[config.mk]
export PLATFORM = sky130hd
export DESIGN_NAME = sram_cycle_ctrl
export DESIGN_NICKNAME = d
export VERILOG_FILES = /design/src/rtl/sram_ctrl_pkg.sv /design/src/rtl/sram_rst_sync.sv /design/src/rtl/sram_slot_timer.sv /design/src/rtl/sram_strobe_gen.sv /design/src/rtl/sram_read_capture.sv /design/src/rtl/sram_cycle_ctrl.sv
export SDC_FILE = /design/constraint.sdc
export NUM_CORES = 1
export LEC_CHECK = 0
export BUFFER_PORTS_ARGS = -buffer_cell sky130_fd_sc_hd__buf_2
export CORE_MARGIN = 2
export CORE_UTILIZATION = 52
export CTS_BUF_LIST = sky130_fd_sc_hd__clkbuf_4 sky130_fd_sc_hd__clkbuf_8
export CTS_CLUSTER_SIZE = 40
export DETAILED_ROUTE_END_ITERATION = 6
export GPL_TIMING_DRIVEN = 1
export PLACE_DENSITY = 0.83
export REMOVE_ABC_BUFFERS = 1
export SLEW_MARGIN = 20
export SYNTH_ARGS = -nofsm -noshare
export SYNTH_HDL_FRONTEND = slang
export SYNTH_SLANG_ARGS = --single-unit
[constraint.sdc]
create_clock -name clk -period 3.3 [get_ports clk]
set_input_delay 0.33 -clock clk [delete_from_list [all_inputs] [get_ports clk]]
set_output_delay 0.33 -clock clk [all_outputs]
set_load 0.01 [all_outputs]
[src/rtl/sram_ctrl_pkg.sv]
package sram_ctrl_pkg;

  // Operation held by the controller for the length of one memory slot
  typedef enum logic [1:0] {
    OP_IDLE  = 2'd0,
    OP_READ  = 2'd1,
    OP_WRITE = 2'd2
  } slot_op_t;

endpackage

[src/rtl/sram_rst_sync.sv]
module sram_rst_sync #(
  parameter int STAGES = 2
) (
  input  logic clk,
  input  logic rst_ni,
  output logic rst_no
);

  logic [STAGES-1:0] sync_q;

  always_ff @(posedge clk or negedge rst_ni) begin
    if (!rst_ni) sync_q <= '0;
    else         sync_q <= {sync_q[STAGES-2:0], 1'b1};
  end

  assign rst_no = sync_q[STAGES-1];

endmodule

[src/rtl/sram_slot_timer.sv]
module sram_slot_timer #(
  parameter int T_CYCLE = 5,
  parameter int CNT_W   = 3
) (
  input  logic             clk,
  input  logic             rst_ni,
  input  logic             start_i,
  output logic             busy_o,
  output logic [CNT_W-1:0] cnt_o,
  output logic             last_o
);

  logic             busy_q, busy_d;
  logic [CNT_W-1:0] cnt_q, cnt_d;

  assign last_o = busy_q && (cnt_q == CNT_W'(T_CYCLE - 1));

  always_comb begin
    busy_d = busy_q;
    cnt_d  = cnt_q;
    if (start_i) begin
      busy_d = 1'b1;
      cnt_d  = '0;
    end else if (busy_q) begin
      if (last_o) begin
        busy_d = 1'b0;
        cnt_d  = '0;
      end else begin
        cnt_d = cnt_q + 1'b1;
      end
    end
  end

  always_ff @(posedge clk or negedge rst_ni) begin
    if (!rst_ni) begin
      busy_q <= 1'b0;
      cnt_q  <= '0;
    end else begin
      busy_q <= busy_d;
      cnt_q  <= cnt_d;
    end
  end

  assign busy_o = busy_q;
  assign cnt_o  = cnt_q;


  start_when_idle_chk: assert property (@(posedge clk) disable iff (!rst_ni)
    start_i |-> !busy_q);

endmodule

[src/rtl/sram_strobe_gen.sv]
module sram_strobe_gen #(
  parameter int ADDR_W = 16,
  parameter int T_WP   = 4,
  parameter int CNT_W  = 3
) (
  input  logic              clk,
  input  logic              rst_ni,
  input  logic              start_i,
  input  logic              start_wr_i,
  input  logic [ADDR_W-1:0] start_addr_i,
  input  logic              start_wdata_i,
  input  logic              busy_i,
  input  logic [CNT_W-1:0]  cnt_i,
  input  logic              last_i,
  output logic              ce_no,
  output logic              we_no,
  output logic [ADDR_W-1:0] addr_o,
  output logic              din_o
);

  logic              ce_q, ce_d;
  logic              we_q, we_d;
  logic [ADDR_W-1:0] addr_q, addr_d;
  logic              din_q, din_d;

  always_comb begin
    ce_d   = ce_q;
    we_d   = we_q;
    addr_d = addr_q;
    din_d  = din_q;
    if (start_i) begin
      ce_d   = 1'b0;
      we_d   = !start_wr_i;
      addr_d = start_addr_i;
      if (start_wr_i) din_d = start_wdata_i;
    end else if (busy_i) begin
      if (!we_q && (cnt_i == CNT_W'(T_WP - 1))) we_d = 1'b1;
      if (last_i) begin
        ce_d = 1'b1;
        we_d = 1'b1;
      end
    end
  end

  always_ff @(posedge clk or negedge rst_ni) begin
    if (!rst_ni) begin
      ce_q   <= 1'b1;
      we_q   <= 1'b1;
      addr_q <= '0;
      din_q  <= 1'b0;
    end else begin
      ce_q   <= ce_d;
      we_q   <= we_d;
      addr_q <= addr_d;
      din_q  <= din_d;
    end
  end

  assign ce_no  = ce_q;
  assign we_no  = we_q;
  assign addr_o = addr_q;
  assign din_o  = din_q;

  // Checker counter: cycles the write strobe has been low
  logic [CNT_W-1:0] we_low_cnt;
  always_ff @(posedge clk or negedge rst_ni) begin
    if (!rst_ni)    we_low_cnt <= '0;
    else if (!we_q) we_low_cnt <= we_low_cnt + 1'b1;
    else            we_low_cnt <= '0;
  end


  we_in_ce_chk: assert property (@(posedge clk) disable iff (!rst_ni)
    !we_q |-> !ce_q);

  wp_width_chk: assert property (@(posedge clk) disable iff (!rst_ni)
    $rose(we_q) |-> (we_low_cnt == CNT_W'(T_WP)));

  addr_hold_chk: assert property (@(posedge clk) disable iff (!rst_ni)
    (!ce_q && $past(!ce_q)) |-> $stable(addr_q));

  din_hold_chk: assert property (@(posedge clk) disable iff (!rst_ni)
    (!we_q && $past(!we_q)) |-> $stable(din_q));

endmodule

[src/rtl/sram_read_capture.sv]
module sram_read_capture #(
  parameter int T_ACCESS = 3,
  parameter int CNT_W    = 3
) (
  input  logic             clk,
  input  logic             rst_ni,
  input  logic             busy_i,
  input  logic [CNT_W-1:0] cnt_i,
  input  logic             last_i,
  input  logic             is_read_i,
  input  logic             mem_dout_i,
  output logic             done_o,
  output logic             rdata_o
);

  logic samp_q, samp_d;
  logic done_q, done_d;
  logic rdata_q, rdata_d;
  logic hit;

  assign hit = busy_i && is_read_i && (cnt_i == CNT_W'(T_ACCESS));

  always_comb begin
    samp_d  = hit ? mem_dout_i : samp_q;
    done_d  = last_i;
    rdata_d = (last_i && is_read_i) ? samp_d : rdata_q;
  end

  always_ff @(posedge clk or negedge rst_ni) begin
    if (!rst_ni) begin
      samp_q  <= 1'b0;
      done_q  <= 1'b0;
      rdata_q <= 1'b0;
    end else begin
      samp_q  <= samp_d;
      done_q  <= done_d;
      rdata_q <= rdata_d;
    end
  end

  assign done_o  = done_q;
  assign rdata_o = rdata_q;


  done_pulse_chk: assert property (@(posedge clk) disable iff (!rst_ni)
    done_q |=> !done_q);

  rdata_quiet_chk: assert property (@(posedge clk) disable iff (!rst_ni)
    (!last_i || !is_read_i) |=> $stable(rdata_q));

endmodule

[src/rtl/sram_cycle_ctrl.sv]
module sram_cycle_ctrl
  import sram_ctrl_pkg::*;
#(
  parameter int ADDR_W   = 16,
  parameter int T_CYCLE  = 5,
  parameter int T_WP     = 4,
  parameter int T_DW     = 3,
  parameter int T_ACCESS = 3
) (
  input  logic              clk,
  input  logic              rst_n,
  input  logic              req_valid,
  output logic              req_ready,
  input  logic [ADDR_W-1:0] req_addr,
  input  logic              req_write,
  input  logic              req_wdata,
  output logic              rsp_done,
  output logic              rsp_rdata,
  output logic              mem_ce_n,
  output logic              mem_we_n,
  output logic [ADDR_W-1:0] mem_addr,
  output logic              mem_din,
  input  logic              mem_dout
);

  localparam int CNT_W = $clog2(T_CYCLE + 1);

  initial begin : param_order
    param_order_chk: assert ((T_DW >= 1) && (T_DW <= T_WP) && (T_WP <= T_CYCLE)
                             && (T_ACCESS < T_CYCLE))
      else $error("timing parameters out of order");
  end

  logic             rst_q;
  logic             busy;
  logic [CNT_W-1:0] cnt;
  logic             last;
  logic             start;
  slot_op_t         op_q, op_d;

  sram_rst_sync #(.STAGES(2)) u_rst (
    .clk(clk), .rst_ni(rst_n), .rst_no(rst_q)
  );

  assign req_ready = rst_q && !busy;
  assign start     = req_valid && req_ready;

  always_comb begin
    op_d = op_q;
    if (start)     op_d = req_write ? OP_WRITE : OP_READ;
    else if (last) op_d = OP_IDLE;
  end

  always_ff @(posedge clk or negedge rst_q) begin
    if (!rst_q) op_q <= OP_IDLE;
    else        op_q <= op_d;
  end

  sram_slot_timer #(.T_CYCLE(T_CYCLE), .CNT_W(CNT_W)) u_timer (
    .clk(clk), .rst_ni(rst_q), .start_i(start),
    .busy_o(busy), .cnt_o(cnt), .last_o(last)
  );

  sram_strobe_gen #(.ADDR_W(ADDR_W), .T_WP(T_WP), .CNT_W(CNT_W)) u_strobe (
    .clk(clk), .rst_ni(rst_q), .start_i(start), .start_wr_i(req_write),
    .start_addr_i(req_addr), .start_wdata_i(req_wdata),
    .busy_i(busy), .cnt_i(cnt), .last_i(last),
    .ce_no(mem_ce_n), .we_no(mem_we_n), .addr_o(mem_addr), .din_o(mem_din)
  );

  sram_read_capture #(.T_ACCESS(T_ACCESS), .CNT_W(CNT_W)) u_capture (
    .clk(clk), .rst_ni(rst_q), .busy_i(busy), .cnt_i(cnt), .last_i(last),
    .is_read_i(op_q == OP_READ), .mem_dout_i(mem_dout),
    .done_o(rsp_done), .rdata_o(rsp_rdata)
  );

  // Checker counter: cycles chip select has been low
  logic [CNT_W-1:0] ce_low_cnt;
  always_ff @(posedge clk or negedge rst_q) begin
    if (!rst_q)         ce_low_cnt <= '0;
    else if (!mem_ce_n) ce_low_cnt <= ce_low_cnt + 1'b1;
    else                ce_low_cnt <= '0;
  end


  ready_low_in_slot_chk: assert property (@(posedge clk) disable iff (!rst_q)
    !mem_ce_n |-> !req_ready);

  ce_width_chk: assert property (@(posedge clk) disable iff (!rst_q)
    $rose(mem_ce_n) |-> (ce_low_cnt == CNT_W'(T_CYCLE)));

  read_we_high_chk: assert property (@(posedge clk) disable iff (!rst_q)
    (op_q == OP_READ) |-> mem_we_n);

  done_after_slot_chk: assert property (@(posedge clk) disable iff (!rst_q)
    $rose(mem_ce_n) |-> rsp_done);

  done_not_in_slot_chk: assert property (@(posedge clk) disable iff (!rst_q)
    rsp_done |-> mem_ce_n);

endmodule

Word-level counts from Yosys, hierarchy flattened --
Cells that the tools add are included.
Word-level totals: bits in writable memories 0, memories kept 0, memory bits (read-only) 0, logic and storage cells 48, bits in latches 0, bits in registers 30
Operators by class: mux-type cells 17, multipliers 0, $lt $le $gt $ge 0, equal/unequal tests 3, bitwise gates (word level) 0, div/mod/pow operators 0, $add $sub $neg 1, reduce and logical (&&, ||, !) cells 16, shift-type cells 0
Operator list (count):
- 1-bit two-way mux | 11
- 3-bit two-way mux | 3
- 1-bit logical AND | 7
- 2-bit two-way mux | 3
- 2-bit AND reduction | 3
- 2-bit nonzero test | 2
- 3-bit by 1-bit adder with 3-bit output (second input constant) | 1
- 3-bit by 2-bit equality test with 1-bit output (second input constant) | 1
- 3-bit equality test (second input constant) | 1
- 1-bit logical NOT | 3
- 3-bit nonzero test | 1
- 2-bit by 1-bit equality test with 1-bit output (second input constant) | 1

Depth between registers and ports, before layout --
Gate-level depths: netlist of run 1.
word-level depth 6, gate-level depth with buffers 6, mapped depth without buffers 5

By module --
A second synthesis of run 1 with hierarchy kept.
Unflattened totals: cells, all modules 86, area total of the unflattened synthesis 1297.5 sq um
By module, submodules not included:
- sram_strobe_gen | area an instance 767.0 sq um, times used 1, cells each 44, sequential area each 478.0 sq um
- sram_slot_timer | area an instance 207.7 sq um, times used 1, cells each 19, sequential area each 100.1 sq um
- sram_read_capture | area an instance 145.1 sq um, times used 1, cells each 10, sequential area each 75.1 sq um
- sram_cycle_ctrl | area an instance 123.9 sq um, times used 1, cells each 10, sequential area each 50.0 sq um
- sram_rst_sync | area an instance 53.8 sq um, times used 1, cells each 3, sequential area each 50.0 sq um

Least setup slack after synthesis of run 1 --
No wires, ideal clock.
path kind reg-to-reg, start register u_rst.sync_q[1], end register u_strobe.addr_q[0], in the netlist u_strobe.addr_o[0], stages on the path, launching flop included 5, arrival time 1768 ps, library setup time 125 ps, setup slack 1406 ps, buffers on the path 2, period minus slack after synthesis 1894 ps, path through dfrtp_1 > and3b_1 > buf_6 > buf_6 > mux2_4
On the way: word-level cells in the longest chain between the ends 2
RTL lines:
- start, declared | RTL line sram_rst_sync.sv:9 | logic [STAGES-1:0] sync_q;
- start signal, assigned | RTL line sram_rst_sync.sv:13 | else sync_q <= {sync_q[STAGES-2:0], 1'b1};
- 1-bit logical AND | RTL line sram_cycle_ctrl.sv:45 | assign req_ready = rst_q && !busy;
- 1-bit logical AND | RTL line sram_cycle_ctrl.sv:46 | assign start = req_valid && req_ready;
- end signal, assigned | RTL line sram_strobe_gen.sv:54 | addr_q <= addr_d;
- end, declared | RTL line sram_strobe_gen.sv:23 | logic [ADDR_W-1:0] addr_q, addr_d;
Every way passes these cells. A chain may end at the register's enable or synchronous reset.

Worst setup path after layout of run 1 --
start register u_rst.sync_q[1], end output port req_ready
On the way: word-level cells in the longest chain between the ends 1
RTL lines:
- 1-bit logical AND | RTL line sram_cycle_ctrl.sv:45
- end, declared | RTL line sram_cycle_ctrl.sv:13 | output logic req_ready,
Every way passes these cells.

==> metrics.md, run 1 <==
| Metric | Value |
|---|---|
| Peak supply drop | 546 uV |
| Count leader, synth | dfrtp_1 |
| Register area | ~750 um^2 |
| CP Launch Type | register |
| Hold path endpoint | op_q[0] |
| Clock root cell | clkbuf_4 |
| Pre-antenna DRT Iters | 3 |
| Fillers | around 180 |
| Flop2flop setup slack | 1.70 ns |
| Die height | 53.3 um |
| Initial antenna violation count | 0 |
| Area delta synth->final | 25.0% |
| Syn Std Cell Area | approximately 1300 um^2 |
| Crit Path Category | reg -> out |
| Sequential area share after synthesis | roughly three fifths |
| Post-DP HPWL | roughly 1600 um |
| Reg2reg start | u_timer.busy_o |
| Clock sink count | 30 |
| Final setup TNS | 0 ns |
| Power Dens Cells | around 950 nW/um^2 |
| Leading register cell type out of synthesis | dfrtp_1 |
| Layout cell share with drive strength beyond 1 | between 50% and 60% |
| Setup Skew | 0.0125 ns |
| Total gr overflow | 0 |
| WL met2 | 1170 um |
| Worst slack, placed | 1.70 ns |
| Inst Count DP | 155 |
| Leakage | 0.000812 uW |
| Fmax | 578 MHz |
| RSZ-0062 raised after global routing | no |
| Hold path cells | 2 |
| Met1 WL | roughly 860 um |
| Final hold vios | 0 |
| Antenna cell count | 0 |
| Syn. warnings | 0 |
| Count of final setup violators | 0 |
| DR top layer | met4 |
| Number of remaining DRC errors | 0 |
| Setup ws final | roughly 1.6 ns |
| Layout Nets | 160 |
| Arrival time at the worst endpoint | 1.40 ns |
| Yosys top cell area share | 55.6% |
| WP data required | 2.97 ns |
| Largest net degree at the start of global routing | 30 |
| IO Pins | 44 |
| Max-cap violation count | 0 |
| Vias in the first global route | 790 |
| CP Capture Type | output pin |
| Clk_lat worst skew | about 0.33 ns |
| Final slew viol count | 0 |
| Avg Cell Area, Syn | between 10 and 15 um^2 |
| WL met3 | 135 um |
| WL/cell | around 13 um |
| Yosys cell types | 26 |
| DR iter-0 viols | 8 |
| Placer's final routability congestion estimate | 0.740 |
| Period utilisation layout | 52.4% |
| Main area contributors after synthesis | dfrtp_1, mux2_4, dfstp_2, mux2_2, ha_1 |
| Total wire length | 2210 um |
| Clock Tree Buf Depth | 2 |
| Non-Filler Instances | 164 |
| Async S/R FF share, synth | 100% |
| Tmin final | 1.73 ns |
| Worst Reg-to-Reg Cells | 4 |
| Reg2reg end | u_strobe.din_o |
| CTS tree | yes |
| Port Buf Inserts | 43 |
| EDFF count, synth | 0 |
| Core Area | around 2300 um^2 |
| Multi-input gate area | 454 um^2 |
| Worst hold path class | in -> reg |
| Die area | between 2000 and 3000 um^2 |
| Vias per std cell | about 5.0 |
| Routed vias | 816 |
| Starting Density | between 50% and 60% |
| GRT Overall Usage | 17.7% |
| Hold Path Origin | req_write |
| Mapped Cells | 87 |
| Die W | 53.3 um |
| First-pass GRT wire length | roughly 3300 um |
| Synthesized flop and latch total | 30 |
| TritonCTS buffer count | 5 |
| Antenna-violating nets left | 0 |
| Leading cell types by count after synthesis | dfrtp_1, mux2_4, nand2_1 |
| Fin Hold WS | 0.204 ns |
| Yosys top cell by area | dfrtp_1 |
| Outcome | finished, final reports clean |
| Worst-path clk slew | around 0.090 ns |
| H-tree levels | 2 |
| Worst-path fanout max | 29 |
| Num rows | 17 |
## power by group
part | switching (uW) | total (uW) | internal, uW
Sequential | 103 | 647 | 544
Combinational | 244 | 558 | 314
Clock | 117 | 294 | 177
## repair_timing
item                                   CTS  global route
resized for setup                        0             0
setup buffers                            0             0
hold buffers                             1             0
endpoints found under the hold margin    2             0
## flip-flops by register name, summed over array words and instances, names as in the netlist
register	count
op_q	2
u_capture.done_o	1
u_capture.rdata_o	1
u_capture.samp_q	1
u_rst.sync_q	2
u_strobe.addr_o	16
u_strobe.ce_no	1
u_strobe.din_o	1
u_strobe.we_no	1
u_timer.busy_o	1
u_timer.cnt_o	3
## final cells by class
type	count	share of cell area (%)
inverters	3	0.714
well taps	28	2.22
flip-flops and latches	30	47.8
repair buffers	46	15.2
clock inverters	1	1.90
clock buffers	7	3.33
multi-input cells	49	28.8
## critical path: stages (launching register included)
cell	delay (ns)
dfrtp_1	0.36
buf_4	0.34
nor2b_1	0.21
buf_2	0.15
## per-stage QoR
step	area [um^2]	power, uW	utilization, %
floorplan	1220	1010	-
global placement	1480	1190	65.8
detailed placement	1480	1210	65.8
CTS	1580	1520	69.9
global route	1580	1600	69.9
finish	1580	1500	69.9
## metal layers
layer | track usage (%) | vias up
li1 | - | 390
met2 | 28.8 | 24
met3 | 8.76 | 6
met1 | 18.3 | 396
met4 | 9.83 | 0
met5 | 0 | -
## worst max path at each step
stage | to | start | slack, ns | cells past startpoint
after floorplan | u_strobe.din_o | u_rst.sync_q[1] | 0.90 | 3
after global placement | u_strobe.din_o | u_timer.busy_o | 1.77 | 4
after detailed placement | u_strobe.din_o | u_timer.busy_o | 1.70 | 4
after CTS | req_ready | u_rst.sync_q[1] | 1.52 | 3
after global routing | req_ready | u_rst.sync_q[1] | 1.43 | 3
final | req_ready | u_rst.sync_q[1] | 1.57 | 3
## cell families after synthesis
family                   count (synthesis)  share of synthesized area (%)
flip-flops                              30                           59.7
multiplexers                            19                           21.0
AND/OR/NAND/NOR                         17                           6.55
AO/OA/AOI/OAI                            8                           4.46
buffers and inverters                    8                           4.26
adder cells (fa/ha/maj)                  3                           2.98
other                                    1                          0.297
XOR/XNOR                                 1                          0.695
## placed cells by master (no fill, tap or decap), types with 2 or more instances in the layout
cell      Yosys  layout
dfstp_2       2       2
ha_1          3       3
o31ai_1       2       2
nand2_1       7       7
buf_4         0       2
clkbuf_4      0       7
nor2_1        3       3
mux2_4       14      14
nor2b_1       2       2
dfrtp_1      28      28
a21oi_1       2       2
buf_2         1      43
inv_1         3       3
mux2_2        4       4
(Power assumes the default switching activity.)
==> run 2, diff against run 1 <==
- CORE_UTILIZATION: 52 -> 46
- PLACE_DENSITY: 0.83 -> 0.77
- clock period: 3.3 -> 1.5 ns (I/O delays scaled with it)
==> run 2 against run 1 <==
Net effect: sequential power increased by 110%; total power rose by 120%; non-clock buffer count increased by 2; cell area increased by 1.6%; wire length rose by 8.0%; via count grew 5.6%; worst hold slack worse by 0.18 ns; combinational power is 130% higher; critical path type is now reg -> reg; clock skew is 0.0022 ns higher; worst setup slack got worse by 1.5 ns.
==> metrics.md, run 2 (synthesis gave the netlist of run 1 again) <==
| Metric | Value |
|---|---|
| RSZ-0062 raised after global routing | no |
| WP data required | 1.71 ns |
| Final hold vios | 0 |
| Most common cell on crit path | ha_1 |
| Starting Density | 49.6% |
| Worst-path clk slew | roughly 0.1 ns |
| Pre-antenna DRT Iters | 4 |
| Power Dens Cells | 2080 nW/um^2 |
| Commonest non-fill, non-tap cell in the layout | buf_2 |
| Largest net degree at the start of global routing | 29 |
| CP Launch Type | register |
| Layout cell share with drive strength beyond 1 | 54.3% |
| Hold_buf cts | 1 |
| Max-cap violation count | 0 |
| Total gr overflow | 0 |
| Core Area | roughly 2500 um^2 |
| Fin Hold WS | 0.0204 ns |
| Routed vias | 862 |
| Worst-path fanout max | 3 |
| Antenna-violating nets left | 0 |
| Post-CTS resize count | 0 |
| WL/cell | approximately 14 um |
| CP peak stage delay | 0.43 ns |
| Final Util | 62.9% |
| Total wire length | 2390 um |
| Setup Skew | about 0.015 ns |
| Clock root cell | clkbuf_4 |
| Final slew viol count | 0 |
| CP Capture Type | register |
| Post-CTS Setup Bufs | 0 |
| Arrival time at the worst endpoint | 1.61 ns |
| Tmin final | 1.40 ns |
| Port Buf Inserts | 43 |
| Area delta synth->final | 27.0% |
| Post-DP HPWL | between 1500 and 2000 um |
| H-tree levels | 2 |
| Initial antenna violation count | 0 |
| Worst path cell trace | ha_1 -> ha_1 -> nand3_1 -> mux2_2 |
| CP max stage cell | dfrtp_1 |
| Clk_lat worst skew | approximately 0.33 ns |
| Worst hold path class | in -> reg |
| DR iter-0 viols | 14 |
| Layout Nets | 162 |
| Outcome | finished, final reports clean |
| Num rows | 18 |
| Top delay family on crit path | flip-flops |
| GRT Overall Usage | 17.4% |
| Leakage | 0.000824 uW |
| IO Pins | 44 |
| Die height | around 56 um |
| Total power | 3320 uW |
| CP bufs+invs | 0 |
| First-pass GRT wire length | 4170 um |
| Clock sink count | 30 |
| Max FFs per register | 16 |
| Peak supply drop | 1430 uV |
| Crit Path Category | reg -> reg |
| Die W | 56.4 um |
| Number of remaining DRC errors | 0 |
| TritonCTS buffer count | 5 |
| Clock Tree Buf Depth | 2 |
| Fmax | 713 MHz |
| Period utilisation layout | 93.5% |
| Die area | 3180 um^2 |
| Most frequent cells in the layout | buf_2, dfrtp_1, mux2_4, nand2_1, clkbuf_4 |
| Final setup TNS | 0 ns |
| CTS tree | yes |
| Placer's final routability congestion estimate | roughly 0.73 |
| Antenna cell count | 0 |
| Vias per std cell | ~5.1 |
| Vias in the first global route | 908 |
| Count of final setup violators | 0 |
## run 2: changes by cell type in the layout (fill, tap and decap cells not counted)
| cell | previous run | this run |
|---|---|---|
| clkbuf_4 | 7 | 5 |
| buf_12 | 0 | 1 |
| clkinv_2 | 0 | 2 |
| buf_4 | 2 | 3 |
## run 2: layout make-up
type                            instances  area, um^2
Fill cell                             215         943
Sequential cell                        30         753
Multi-Input combinational cell         49         454
Timing Repair Buffer                   48         268
Clock inverter                          3        40.0
Clock buffer                            5        37.5
Tap cell                               30        37.5
Inverter                                3        11.3
## run 2: path summary, 6_finish.rpt
| check | from | endpoint | slack (ns) | cells after the start |
|---|---|---|---|---|
| worst min register to register | u_rst.sync_q[1] | u_timer.cnt_o[0] | 0.27 | 1 |
| max in group asynchronous | u_rst.sync_q[1] | u_strobe.we_no | 0.91 | 1 |
| worst max-delay path | u_timer.cnt_o[0] | u_capture.samp_q | 0.1 | 4 |
| worst min-delay path | req_write | op_q[0] | 0.02 | 2 |
| min in group asynchronous | rst_n | u_rst.sync_q[1] | 0.12 | 2 |
| worst max register to register | u_timer.cnt_o[0] | u_capture.samp_q | 0.1 | 4 |
## run 2: where the power goes
part           leakage [uW]  internal, uW  switching (uW)
Clock             0.0000450           345             279
Sequential         0.000355          1200             198
Combinational      0.000424           722             583
Total              0.000824          2260            1060
## run 2: worst reg2reg max path: stages, from the launching register on
cell and delay (ns):
dfrtp_1 0.43, ha_1 0.22, ha_1 0.21, nand3_1 0.09, mux2_2 0.33
## run 2: through the flow
step	area, um^2	setup WS (ns)	cells
after floorplan	1220	-0.904	82
after global placement	1510	0.188	159
after detailed placement	1510	0.138	159
after CTS	1600	0.100	168
after global routing	1600	0.0261	168
final	1600	0.0975	168
## run 2: routing by layer
metal,track usage (%),part of all wire (%),vias up
met4,6.12,1.9,0
met5,0,0,-
met2,27.6,52,32
met1,21.6,41,427
met3,7.14,4.8,5
li1,-,-,398
==> run 3, diff against run 2 <==
- PLACE_DENSITY: 0.77 -> 0.79
==> run 3 against run 2 <==
Net effect: die area is the same; clock power shrank 19%; sequential share of layout area down 0.15 points; worst hold slack better by 0.022 ns; first-iteration DRC count fell by 7.1%; register-to-register slack got worse by 0.02 ns; count of clock-buffer cells in the layout rose by 3; maximum frequency is 1.6% lower; critical path type unchanged; critical endpoint unchanged; largest power group unchanged; highest routed layer unchanged.
==> metrics.md, run 3 (synthesis gave the netlist of run 1 again) <==
| Metric | Value |
|---|---|
| Outcome | finished, final reports clean |
| IO Pins | 44 |
| Die height | 56.4 um |
| Reg2reg start | u_timer.cnt_o[0] |
| Pre-antenna DRT Iters | 4 |
| Area delta synth->final | 27.4% |
| Crit Path Category | reg -> reg |
| Clock sink count | 30 |
| Final hold vios | 0 |
| Core Area | 2540 um^2 |
| Total gr overflow | 0 |
| Count of final setup violators | 0 |
| Largest net degree at the start of global routing | 30 |
| Clk_lat worst skew | 0.33 ns |
| Worst-path clk slew | 0.09 ns |
| Die area | 3180 um^2 |
| Power Dens Cells | just over 2000 nW/um^2 |
| DR iter-0 viols | 13 |
| Most frequent cells in the layout | buf_2, dfrtp_1, mux2_4, clkbuf_4, nand2_1 |
| Port Buf Inserts | 43 |
| Antenna cell count | 0 |
| Fmax | 701 MHz |
| Routed vias | 833 |
| First-pass GRT wire length | 4260 um |
| CTS tree | yes |
| Flop2flop setup slack | 0.07 ns |
| Clock root cell | clkbuf_4 |
| Inst Count DP | 160 |
| Peak supply drop | around 1300 uV |
| Worst-path fanout max | 3 |
| Leakage | 0.000827 uW |
| Commonest non-fill, non-tap cell in the layout | buf_2 |
| Total wire length | 2610 um |
| Worst setup path startpoint | u_timer.cnt_o[0] |
| Clock Tree Buf Depth | 2 |
| Setup Skew | 0.00651 ns |
| Worst Reg-to-Reg Cells | 4 |
| GRT Overall Usage | 18.2% |
| RSZ-0062 raised after global routing | no |
| Max FFs per register | 16 |
| WL/cell | around 15 um |
| WP data required | 1.71 ns |
| Arrival time at the worst endpoint | 1.64 ns |
| Reg2reg end | u_capture.samp_q |
| Worst hold path class | in -> reg |
| Num rows | 18 |
| Non-Filler Instances | 169 |
| Antenna-violating nets left | 0 |
| Period utilisation layout | 95.1% |
| Placer's final routability congestion estimate | 0.719 |
| Crit path to | u_capture.samp_q |
| Die W | 56.4 um |
| Vias per std cell | 4.93 |
| Post-CTS Setup Bufs | 0 |
| Number of remaining DRC errors | 0 |
| Layout cell share with drive strength beyond 1 | 55.4% |
| Final slew viol count | 0 |
| H-tree levels | 2 |
| Initial antenna violation count | 0 |
| CP Capture Type | register |
| Final Util | 63.1% |
| Vias in the first global route | 902 |
| Tmin final | 1.43 ns |
| Starting Density | 49.6% |
| Max-cap violation count | 0 |
| Post-DP HPWL | between 1500 and 2000 um |
| Layout Nets | between 150 and 200 |
| TritonCTS buffer count | 5 |
| CP Launch Type | register |
run 3: cell types whose count changed in the layout (fill, tap and decap cells not counted), sizes merged:
| cell | previous run | this run |
|---|---|---|
| clkinv | 2 | 0 |
| buf | 47 | 48 |
| clkbuf | 5 | 8 |
| bufinv | 1 | 0 |
run 3: what timing repair did:
item / 4_1_cts / 5_1_grt
cloned: 0 / 0
pin swaps: 0 / 0
gates resized for setup: 2 / 2
hold endpoints to repair: 2 / 0
hold buffers: 1 / 0
endpoints found under the setup margin: 1 / 1
run 3: where the power goes:
part / internal (uW) / switching, uW
Sequential: 1200 / 203
Clock: 241 / 262
Combinational: 733 / 608
Total: 2170 / 1070
run 3: worst max-delay path, cell delays in order, from the launching register on:
cell	delay, ns
dfrtp_1	0.42
ha_1	0.22
ha_1	0.22
nand3_1	0.11
mux2_2	0.34
run 3: layer usage:
| metal | GRT usage, % | up-vias | routed length, um |
|---|---|---|---|
| met5 | 0 | - | 0 |
| met4 | 7.14 | 0 | 42 |
| met3 | 6.45 | 5 | 123 |
| met2 | 33.1 | 25 | 1430 |
| met1 | 19.0 | 408 | 1010 |
| li1 | - | 395 | - |
run 3: worst min path at each step:
stage	start	slack (ns)	cells after the start	endpoint
global route	req_addr[0]	0.03	2	u_strobe.addr_o[0]
CTS	req_addr[0]	0.03	2	u_strobe.addr_o[0]
finish	req_write	0.04	2	op_q[0]
floorplan	rst_n	-0.15	0	u_rst.sync_q[0]
global placement	rst_n	-0.06	1	u_rst.sync_q[0]
detailed placement	rst_n	-0.06	1	u_rst.sync_q[1]
run 3: final cells by class:
cell class | instances | area, um^2
Sequential cell | 30 | 753
Fill cell | 203 | 938
Multi-Input combinational cell | 49 | 457
Clock buffer | 8 | 60.1
Tap cell | 30 | 37.5
Inverter | 3 | 11.3
Timing Repair Buffer | 49 | 288
run 3: per-stage QoR:
stage               total power, uW  worst slack (ns)  cell area (um^2)  hold WS, ns  setup TNS (ns)
global placement               2670             0.157              1520      -0.0639               0
detailed placement             2770             0.101              1520      -0.0579               0
finish                         3240            0.0740              1610       0.0420               0
CTS                            3290            0.0127              1600       0.0323               0
floorplan                      2220            -0.904              1220       -0.146          -18.54
global route                   3470           0.00918              1610       0.0294               0
